$ cat src/rtl/i2cs_pkg.sv
package i2cs_pkg;

  localparam int NUM_EVT = 4;
  localparam int REG_W   = 8;

  // flag lanes, equal to their status bit positions
  localparam int F_DTE  = 0;
  localparam int F_WAIT = 1;
  localparam int F_NACK = 2;
  localparam int F_ARB  = 3;

  // control register fields
  localparam int C_RXDMA = 4;
  localparam int C_TXDMA = 5;
  localparam int C_HIMSB = 6;
  localparam int C_LOMSB = 7;

  typedef enum logic [1:0] {
    ADR_DATA  = 2'd0,
    ADR_STAT  = 2'd1,
    ADR_CTRL  = 2'd2,
    ADR_SPARE = 2'd3
  } reg_addr_e;

  // next flag value: a write clears bits written as 0; events win
  function automatic logic [NUM_EVT-1:0] flag_next(
    input logic [NUM_EVT-1:0] cur,
    input logic               clr_we,
    input logic [NUM_EVT-1:0] keep_mask,
    input logic [NUM_EVT-1:0] evt
  );
    logic [NUM_EVT-1:0] kept;
    kept = clr_we ? (cur & keep_mask) : cur;
    return kept | evt;
  endfunction

  function automatic logic irq_any(
    input logic [NUM_EVT-1:0] flags,
    input logic [NUM_EVT-1:0] en
  );
    return |(flags & en);
  endfunction

  function automatic logic [REG_W-1:0] pack_status(
    input logic scl, input logic sda, input logic busy,
    input logic [NUM_EVT-1:0] flags
  );
    return {scl, sda, 1'b0, busy, flags};
  endfunction

endpackage

$ cat src/rtl/i2cs_flag_bank.sv
module i2cs_flag_bank #(
  parameter int N = 4
) (
  input  logic         clk,
  input  logic         rst_n,
  input  logic [N-1:0] evt,
  input  logic         clr_we,
  input  logic [N-1:0] keep_mask,
  output logic [N-1:0] flags
);
  import i2cs_pkg::*;

  logic [N-1:0] nxt;

  generate
    for (genvar i = 0; i < N; i++) begin : g_flag
      logic nb;
      assign nb = (clr_we ? (flags[i] & keep_mask[i]) : flags[i]) | evt[i];
      assign nxt[i] = nb;
      always_ff @(posedge clk) begin
        if (!rst_n) flags[i] <= 1'b0;
        else        flags[i] <= nxt[i];
      end
    end
  endgenerate

endmodule

$ cat src/rtl/i2cs_ctrl_reg.sv
module i2cs_ctrl_reg #(
  parameter int W = 8
) (
  input  logic         clk,
  input  logic         rst_n,
  input  logic         we,
  input  logic [W-1:0] wdata,
  output logic [W-1:0] ctrl
);
  always_ff @(posedge clk) begin
    if (!rst_n)  ctrl <= '0;
    else if (we) ctrl <= wdata;
  end
endmodule

$ cat src/rtl/i2cs_dma_req.sv
module i2cs_dma_req #(
  parameter int NDIR = 2
) (
  input  logic            clk,
  input  logic            rst_n,
  input  logic [NDIR-1:0] arm,
  input  logic [NDIR-1:0] retire,
  output logic [NDIR-1:0] req
);
  generate
    for (genvar d = 0; d < NDIR; d++) begin : g_dir
      always_ff @(posedge clk) begin
        if (!rst_n)         req[d] <= 1'b0;
        else if (arm[d])    req[d] <= 1'b1;
        else if (retire[d]) req[d] <= 1'b0;
      end
    end
  endgenerate
endmodule

$ cat src/rtl/i2cs_status_irq.sv
module i2cs_status_irq
  import i2cs_pkg::*;
#(
  parameter int ADDR_W = 2
) (
  input  logic              clk,
  input  logic              rst_n,
  input  logic [ADDR_W-1:0] reg_addr,
  input  logic              reg_wr,
  input  logic              reg_rd,
  input  logic [7:0]        reg_wdata,
  output logic [7:0]        reg_rdata,
  input  logic              evt_dte,
  input  logic              evt_wait,
  input  logic              evt_nack,
  input  logic              evt_arb_lost,
  input  logic              rx_byte_ready,
  input  logic              bus_busy,
  input  logic              scl_level,
  input  logic              sda_level,
  output logic              irq,
  output logic              dma_tx_req,
  output logic              dma_rx_req,
  output logic              lo_cnt_msb,
  output logic              hi_cnt_msb
);

  localparam int DIR_TX = 0;
  localparam int DIR_RX = 1;

  // named internal events
  logic               stat_we, ctrl_we, data_we, data_re;
  logic [NUM_EVT-1:0] evt_vec;
  logic [NUM_EVT-1:0] flag_q;
  logic [REG_W-1:0]   ctrl_q;
  logic               tx_en, rx_en, tx_en_d;
  logic               tx_late_arm;
  logic [1:0]         dma_arm, dma_retire, dma_req;

  assign stat_we = reg_wr && (reg_addr == ADDR_W'(ADR_STAT));
  assign ctrl_we = reg_wr && (reg_addr == ADDR_W'(ADR_CTRL));
  assign data_we = reg_wr && (reg_addr == ADDR_W'(ADR_DATA));
  assign data_re = reg_rd && (reg_addr == ADDR_W'(ADR_DATA));

  always_comb begin
    evt_vec         = '0;
    evt_vec[F_DTE]  = evt_dte;
    evt_vec[F_WAIT] = evt_wait;
    evt_vec[F_NACK] = evt_nack;
    evt_vec[F_ARB]  = evt_arb_lost;
  end

  i2cs_flag_bank #(.N(NUM_EVT)) u_flags (
    .clk       (clk),
    .rst_n     (rst_n),
    .evt       (evt_vec),
    .clr_we    (stat_we),
    .keep_mask (reg_wdata[NUM_EVT-1:0]),
    .flags     (flag_q)
  );

  i2cs_ctrl_reg #(.W(REG_W)) u_ctrl (
    .clk   (clk),
    .rst_n (rst_n),
    .we    (ctrl_we),
    .wdata (reg_wdata),
    .ctrl  (ctrl_q)
  );

  assign tx_en      = ctrl_q[C_TXDMA];
  assign rx_en      = ctrl_q[C_RXDMA];
  assign lo_cnt_msb = ctrl_q[C_LOMSB];
  assign hi_cnt_msb = ctrl_q[C_HIMSB];

  always_ff @(posedge clk) begin
    if (!rst_n) tx_en_d <= 1'b0;
    else        tx_en_d <= tx_en;
  end

  // enabling transmit DMA over an already finished byte
  assign tx_late_arm = tx_en && !tx_en_d && flag_q[F_DTE];

  assign dma_arm[DIR_TX]    = (tx_en && evt_dte) || tx_late_arm;
  assign dma_arm[DIR_RX]    = rx_en && rx_byte_ready;
  assign dma_retire[DIR_TX] = data_we;
  assign dma_retire[DIR_RX] = data_re;

  i2cs_dma_req #(.NDIR(2)) u_dma (
    .clk    (clk),
    .rst_n  (rst_n),
    .arm    (dma_arm),
    .retire (dma_retire),
    .req    (dma_req)
  );

  assign dma_tx_req = dma_req[DIR_TX];
  assign dma_rx_req = dma_req[DIR_RX];

  assign irq = irq_any(flag_q, ctrl_q[NUM_EVT-1:0]);

  always_comb begin
    unique case (reg_addr)
      ADDR_W'(ADR_STAT): reg_rdata = pack_status(scl_level, sda_level, bus_busy, flag_q);
      ADDR_W'(ADR_CTRL): reg_rdata = ctrl_q;
      default:           reg_rdata = '0;
    endcase
  end

endmodule

$ cat config.mk
export PLATFORM = sky130hd
export DESIGN_NAME = i2cs_status_irq
export DESIGN_NICKNAME = d
export VERILOG_FILES = /design/src/rtl/i2cs_pkg.sv /design/src/rtl/i2cs_flag_bank.sv /design/src/rtl/i2cs_ctrl_reg.sv /design/src/rtl/i2cs_dma_req.sv /design/src/rtl/i2cs_status_irq.sv
export SDC_FILE = /design/constraint.sdc
export NUM_CORES = 1
export LEC_CHECK = 0
export BUFFER_PORTS_ARGS = -buffer_cell sky130_fd_sc_hd__buf_2
export CORE_MARGIN = 2
export CORE_UTILIZATION = 40
export DETAILED_ROUTE_END_ITERATION = 10
export PLACE_DENSITY = 0.76
export SYNTH_ARGS = -nofsm -noshare
export SYNTH_HDL_FRONTEND = slang
export SYNTH_SLANG_ARGS = --single-unit
$ cat constraint.sdc
create_clock -name clk -period 0.9 [get_ports clk]
set_input_delay 0.135 -clock clk [delete_from_list [all_inputs] [get_ports clk]]
set_output_delay 0.135 -clock clk [all_outputs]
set_load 0.01 [all_outputs]
==> results.md <==
Power and ir drop:
- The power density normalized to cell area is 1207 nW/um^2.
- The maximum vdd drop is 0.001061 V.
- The cell leakage power is 0.5190 nW.

Logic synthesis:
- Synthesis produced a netlist whose cell count is 90.
- The portion of the post-synthesis area used by sequential elements is 0.3896.
- The synthesis-stage register bit count is 15.
- The share of synthesized area in the top cell type comes to 0.3896.
- The number of nets handed over by synthesis was 115.
- Synthesis instantiated 18 different standard cells from the library.
- The number of warnings reported in the yosys synthesis log is 0.
- The post-synthesis instance area is 770.7 sq um.
- The library cell occupying the most area in the post-synthesis netlist is sky130_fd_sc_hd__dfxtp_1.
- After synthesis, the mean cell area works out to 8.564 sq um.
- Yosys attributes the largest share of cell area to sky130_fd_sc_hd__dfxtp_1 39%, sky130_fd_sc_hd__a22oi_1 9.7%, sky130_fd_sc_hd__a21boi_1 7.8%, sky130_fd_sc_hd__nor2b_1 7.3%, sky130_fd_sc_hd__nand3_1 5.8%.

Timing:
- The final number of hold-violating endpoints is 0.
- The number of pins exceeding their max-slew limit in the final report is 0.
- The number of endpoints failing setup at the final stage is 12.
- The highest achievable clock rate is 843.0 MHz.
- Setup repair after global routing could not meet its margin everywhere.
- The actual transition at the worst max-transition pin is 248.2 ps.
- The smallest setup slack after layout is -286.3 ps.
- On the final layout, the worst clock skew is 0.6771 ps.
- Counting I/O delays and the setup requirement, the final critical path takes 1186 ps.
- The share of the clock period used by the worst path is 1.318.
- The headroom to the max-slew limit is 0.8345.

Global route:
- The global route total overflow is 0.
- The number of antenna violations at the first check in global routing was 0.
- The via count of the first global-routing pass came to 735.
- Entering global routing, the biggest net connects 16 pins.
- Across every metal layer, demand over resource in global routing totals 0.1980.
- The first global-routing pass estimated 3.001 mm of wire.

Layout:
- The most common cell after layout, fill and taps aside is sky130_fd_sc_hd__buf_2.
- The summed area of non-filler cells in the final layout is 1177 sq um.
- The number of diodes added for antenna fixing is 0.
- In the layout the commonest cells are 29 x sky130_fd_sc_hd__buf_2, 14 x sky130_fd_sc_hd__dfxtp_2, 11 x sky130_fd_sc_hd__nand2_1.
- The net total in the final layout is 161.
- The area added between synthesis and finish is 52.76%.
- The share of layout cells above drive strength 1 is 0.5778.
- The number of standard cells in the final layout excluding fillers is 160.

Setup path:
- The worst setup path is captured at an output pin.
- At the worst endpoint, the arrival time is 1050 ps.
- The startpoint type of the worst setup path is a flip-flop.
- Data on the critical path is required at its endpoint by 760 ps.
- The critical register-to-register path endpoint is u_dma.req[0].
- The category of the critical setup timing path is reg2out.
- The capturing element of the worst setup path is irq.
- The internal reg-to-reg setup slack is -10 ps.
- The most critical setup path has its startpoint at u_flags.flags[0].
- The worst reg2reg path startpoint is u_flags.flags[0].
- The cell depth of the worst flop-to-flop path is 4.
- Along the worst path, the maximum fanout reaches 3.

Clocking:
- CTS built an H-tree with a depth of 1.
- Hold repair after CTS inserted 0 buffers.
- The number of sinks handled by clock tree synthesis is 15.
- Clock tree synthesis selected as its root buffer the cell sky130_fd_sc_hd__clkbuf_4.
- TritonCTS built the clock tree.
- At the later pin of the worst-skew pair, clock insertion delay measures 290 ps.
- The clock transition at the register clock pins on the worst setup and hold paths after CTS is 90 ps.
- The clock tree buffer depth is 2.
- Clock tree synthesis inserted a total of 3 buffers.

Die:
- The die span in x is 47.90 um.
- The floorplan has 15 rows.
- From bottom edge to top edge, the die measures 47.90 um.
- After floorplanning, the core was sized to cover 1764 sq um.
- The number of top-level design ports is 35.
- The initial utilization of the core area, before any placement, comes to 0.4369.
- The total die area is 2294 sq um.

Route:
- The final antenna-violating net count is 0.
- For this block, the via count after detailed routing is 811.
- After detailed routing, the total wire length is 2.107 mm.
- The first detailed-routing pass ran for 4 iterations.
- The average routed wire per standard cell is 13.17 um.
- The via count normalized by instance count is 5.069.
- The remaining routing DRC violations is 0.
- The detailed router finished its first iteration with 14 violations.

Placed design:
- At the end of routability-driven placement, the weighted congestion stood at 0.7793.
- The total half-perimeter wirelength after legalization and detailed placement is 1.369 mm.
- The number of placed cells counting well taps is 150.
- The post-placement worst setup slack is -231.5 ps.
- The port buffer count is 34.
- The cell area after placement is 979.7 sq um.

Run:
- The number of violations of the max-capacitance limit is 0.

Min path:
- The class of the tightest hold or removal check is in2reg.

Status:
- The flow ran to the end, but the final reports show violations.
- The checks that failed: negative setup slack.
## state kept, by name, indices dropped and copies added (netlist names)
register       flops
u_dma.req          2
u_flags.flags      4
u_ctrl.ctrl        8
tx_en_d            1
## repair_timing
| action | in CTS | in global routing |
|---|---|---|
| cloned | 0 | 0 |
| endpoints found under the hold margin | 0 | 0 |
| setup buffers | 6 | 1 |
| pin swaps | 9 | 4 |
| resized for setup | 26 | 11 |
| endpoints found under the setup margin | 11 | 22 |
## cell families after synthesis
group	synth area share
AOI/OAI and AO/OA	0.2078
adders and majority gates	0.04871
buffers and inverters	0.07793
DFF	0.3896
and+or+nand+nor	0.2760
## layout make-up
cell class / count / area (sq um)
fill: 161 / 586.8
multi-input combinational: 68 / 489.2
sequential: 15 / 317.8
timing repair buffer: 46 / 302.8
tap: 25 / 31.28
clock buffer: 4 / 26.28
inverter: 2 / 10.01
## layer usage
| layer | GRT usage | up-vias | part of all wire |
|---|---|---|---|
| li1 | - | 403 | - |
| met1 | 0.2192 | 376 | 0.43 |
| met2 | 0.3520 | 28 | 0.50 |
| met3 | 0.02264 | 4 | 0.045 |
| met4 | 0.1297 | 0 | 0.023 |
| met5 | 0 | - | 0 |
## Yosys cell counts
| library cell | n |
|---|---|
| sky130_fd_sc_hd__and2_1 | 1 |
| sky130_fd_sc_hd__ha_1 | 3 |
| sky130_fd_sc_hd__nand2_4 | 1 |
| sky130_fd_sc_hd__buf_2 | 2 |
| sky130_fd_sc_hd__a22oi_1 | 10 |
| sky130_fd_sc_hd__and2_2 | 1 |
| sky130_fd_sc_hd__nor3_1 | 4 |
| sky130_fd_sc_hd__nand2_2 | 1 |
| sky130_fd_sc_hd__inv_1 | 2 |
| sky130_fd_sc_hd__o21ai_0 | 5 |
| sky130_fd_sc_hd__nor2_1 | 4 |
| sky130_fd_sc_hd__nor2b_1 | 9 |
| sky130_fd_sc_hd__buf_6 | 2 |
| sky130_fd_sc_hd__dfxtp_1 | 15 |
| sky130_fd_sc_hd__nand2_1 | 12 |
| sky130_fd_sc_hd__a21boi_1 | 8 |
| sky130_fd_sc_hd__buf_12 | 1 |
| sky130_fd_sc_hd__nand3_1 | 9 |
## how the worst min path moves through the flow
stage	startpoint	endpoint	slack, ps	cells after the start
after floorplan	evt_dte	u_flags.flags[0]	270	2
after global placement	evt_wait	u_flags.flags[1]	370	3
after detailed placement	evt_wait	u_flags.flags[1]	390	3
after CTS	reg_wdata[6]	u_ctrl.ctrl[6]	90	3
after global routing	evt_dte	u_dma.req[0]	80	3
final	reg_wdata[6]	u_ctrl.ctrl[6]	70	3
## critical path: stages, from the launching register on
cell,delay [ps]
sky130_fd_sc_hd__dfxtp_2,340
sky130_fd_sc_hd__a22oi_2,190
sky130_fd_sc_hd__nand2_1,80
sky130_fd_sc_hd__buf_2,140
## power breakdown
group	total [W]	internal, W	switching [W]
registers	0.000723	0.000697	0.0000260
logic	0.000293	0.000157	0.000136
clock network	0.000405	0.000173	0.000232
total	0.00142	0.00103	0.000393
## per-stage QoR
| step | setup TNS, ps | power, W | hold WS, ps | utilization |
|---|---|---|---|---|
| floorplan | 0 | 0.0008618 | 273.6 | - |
| global placement | -2721 | 0.0009558 | 372.8 | 0.5553 |
| detailed placement | -3079 | 0.0009634 | 392.0 | 0.5553 |
| CTS | -1922 | 0.001401 | 85.27 | 0.6461 |
| global route | -2446 | 0.001473 | 84.90 | 0.6674 |
| finish | -2040 | 0.001421 | 72.56 | 0.6674 |
Power figures use the tool's default switching activity.
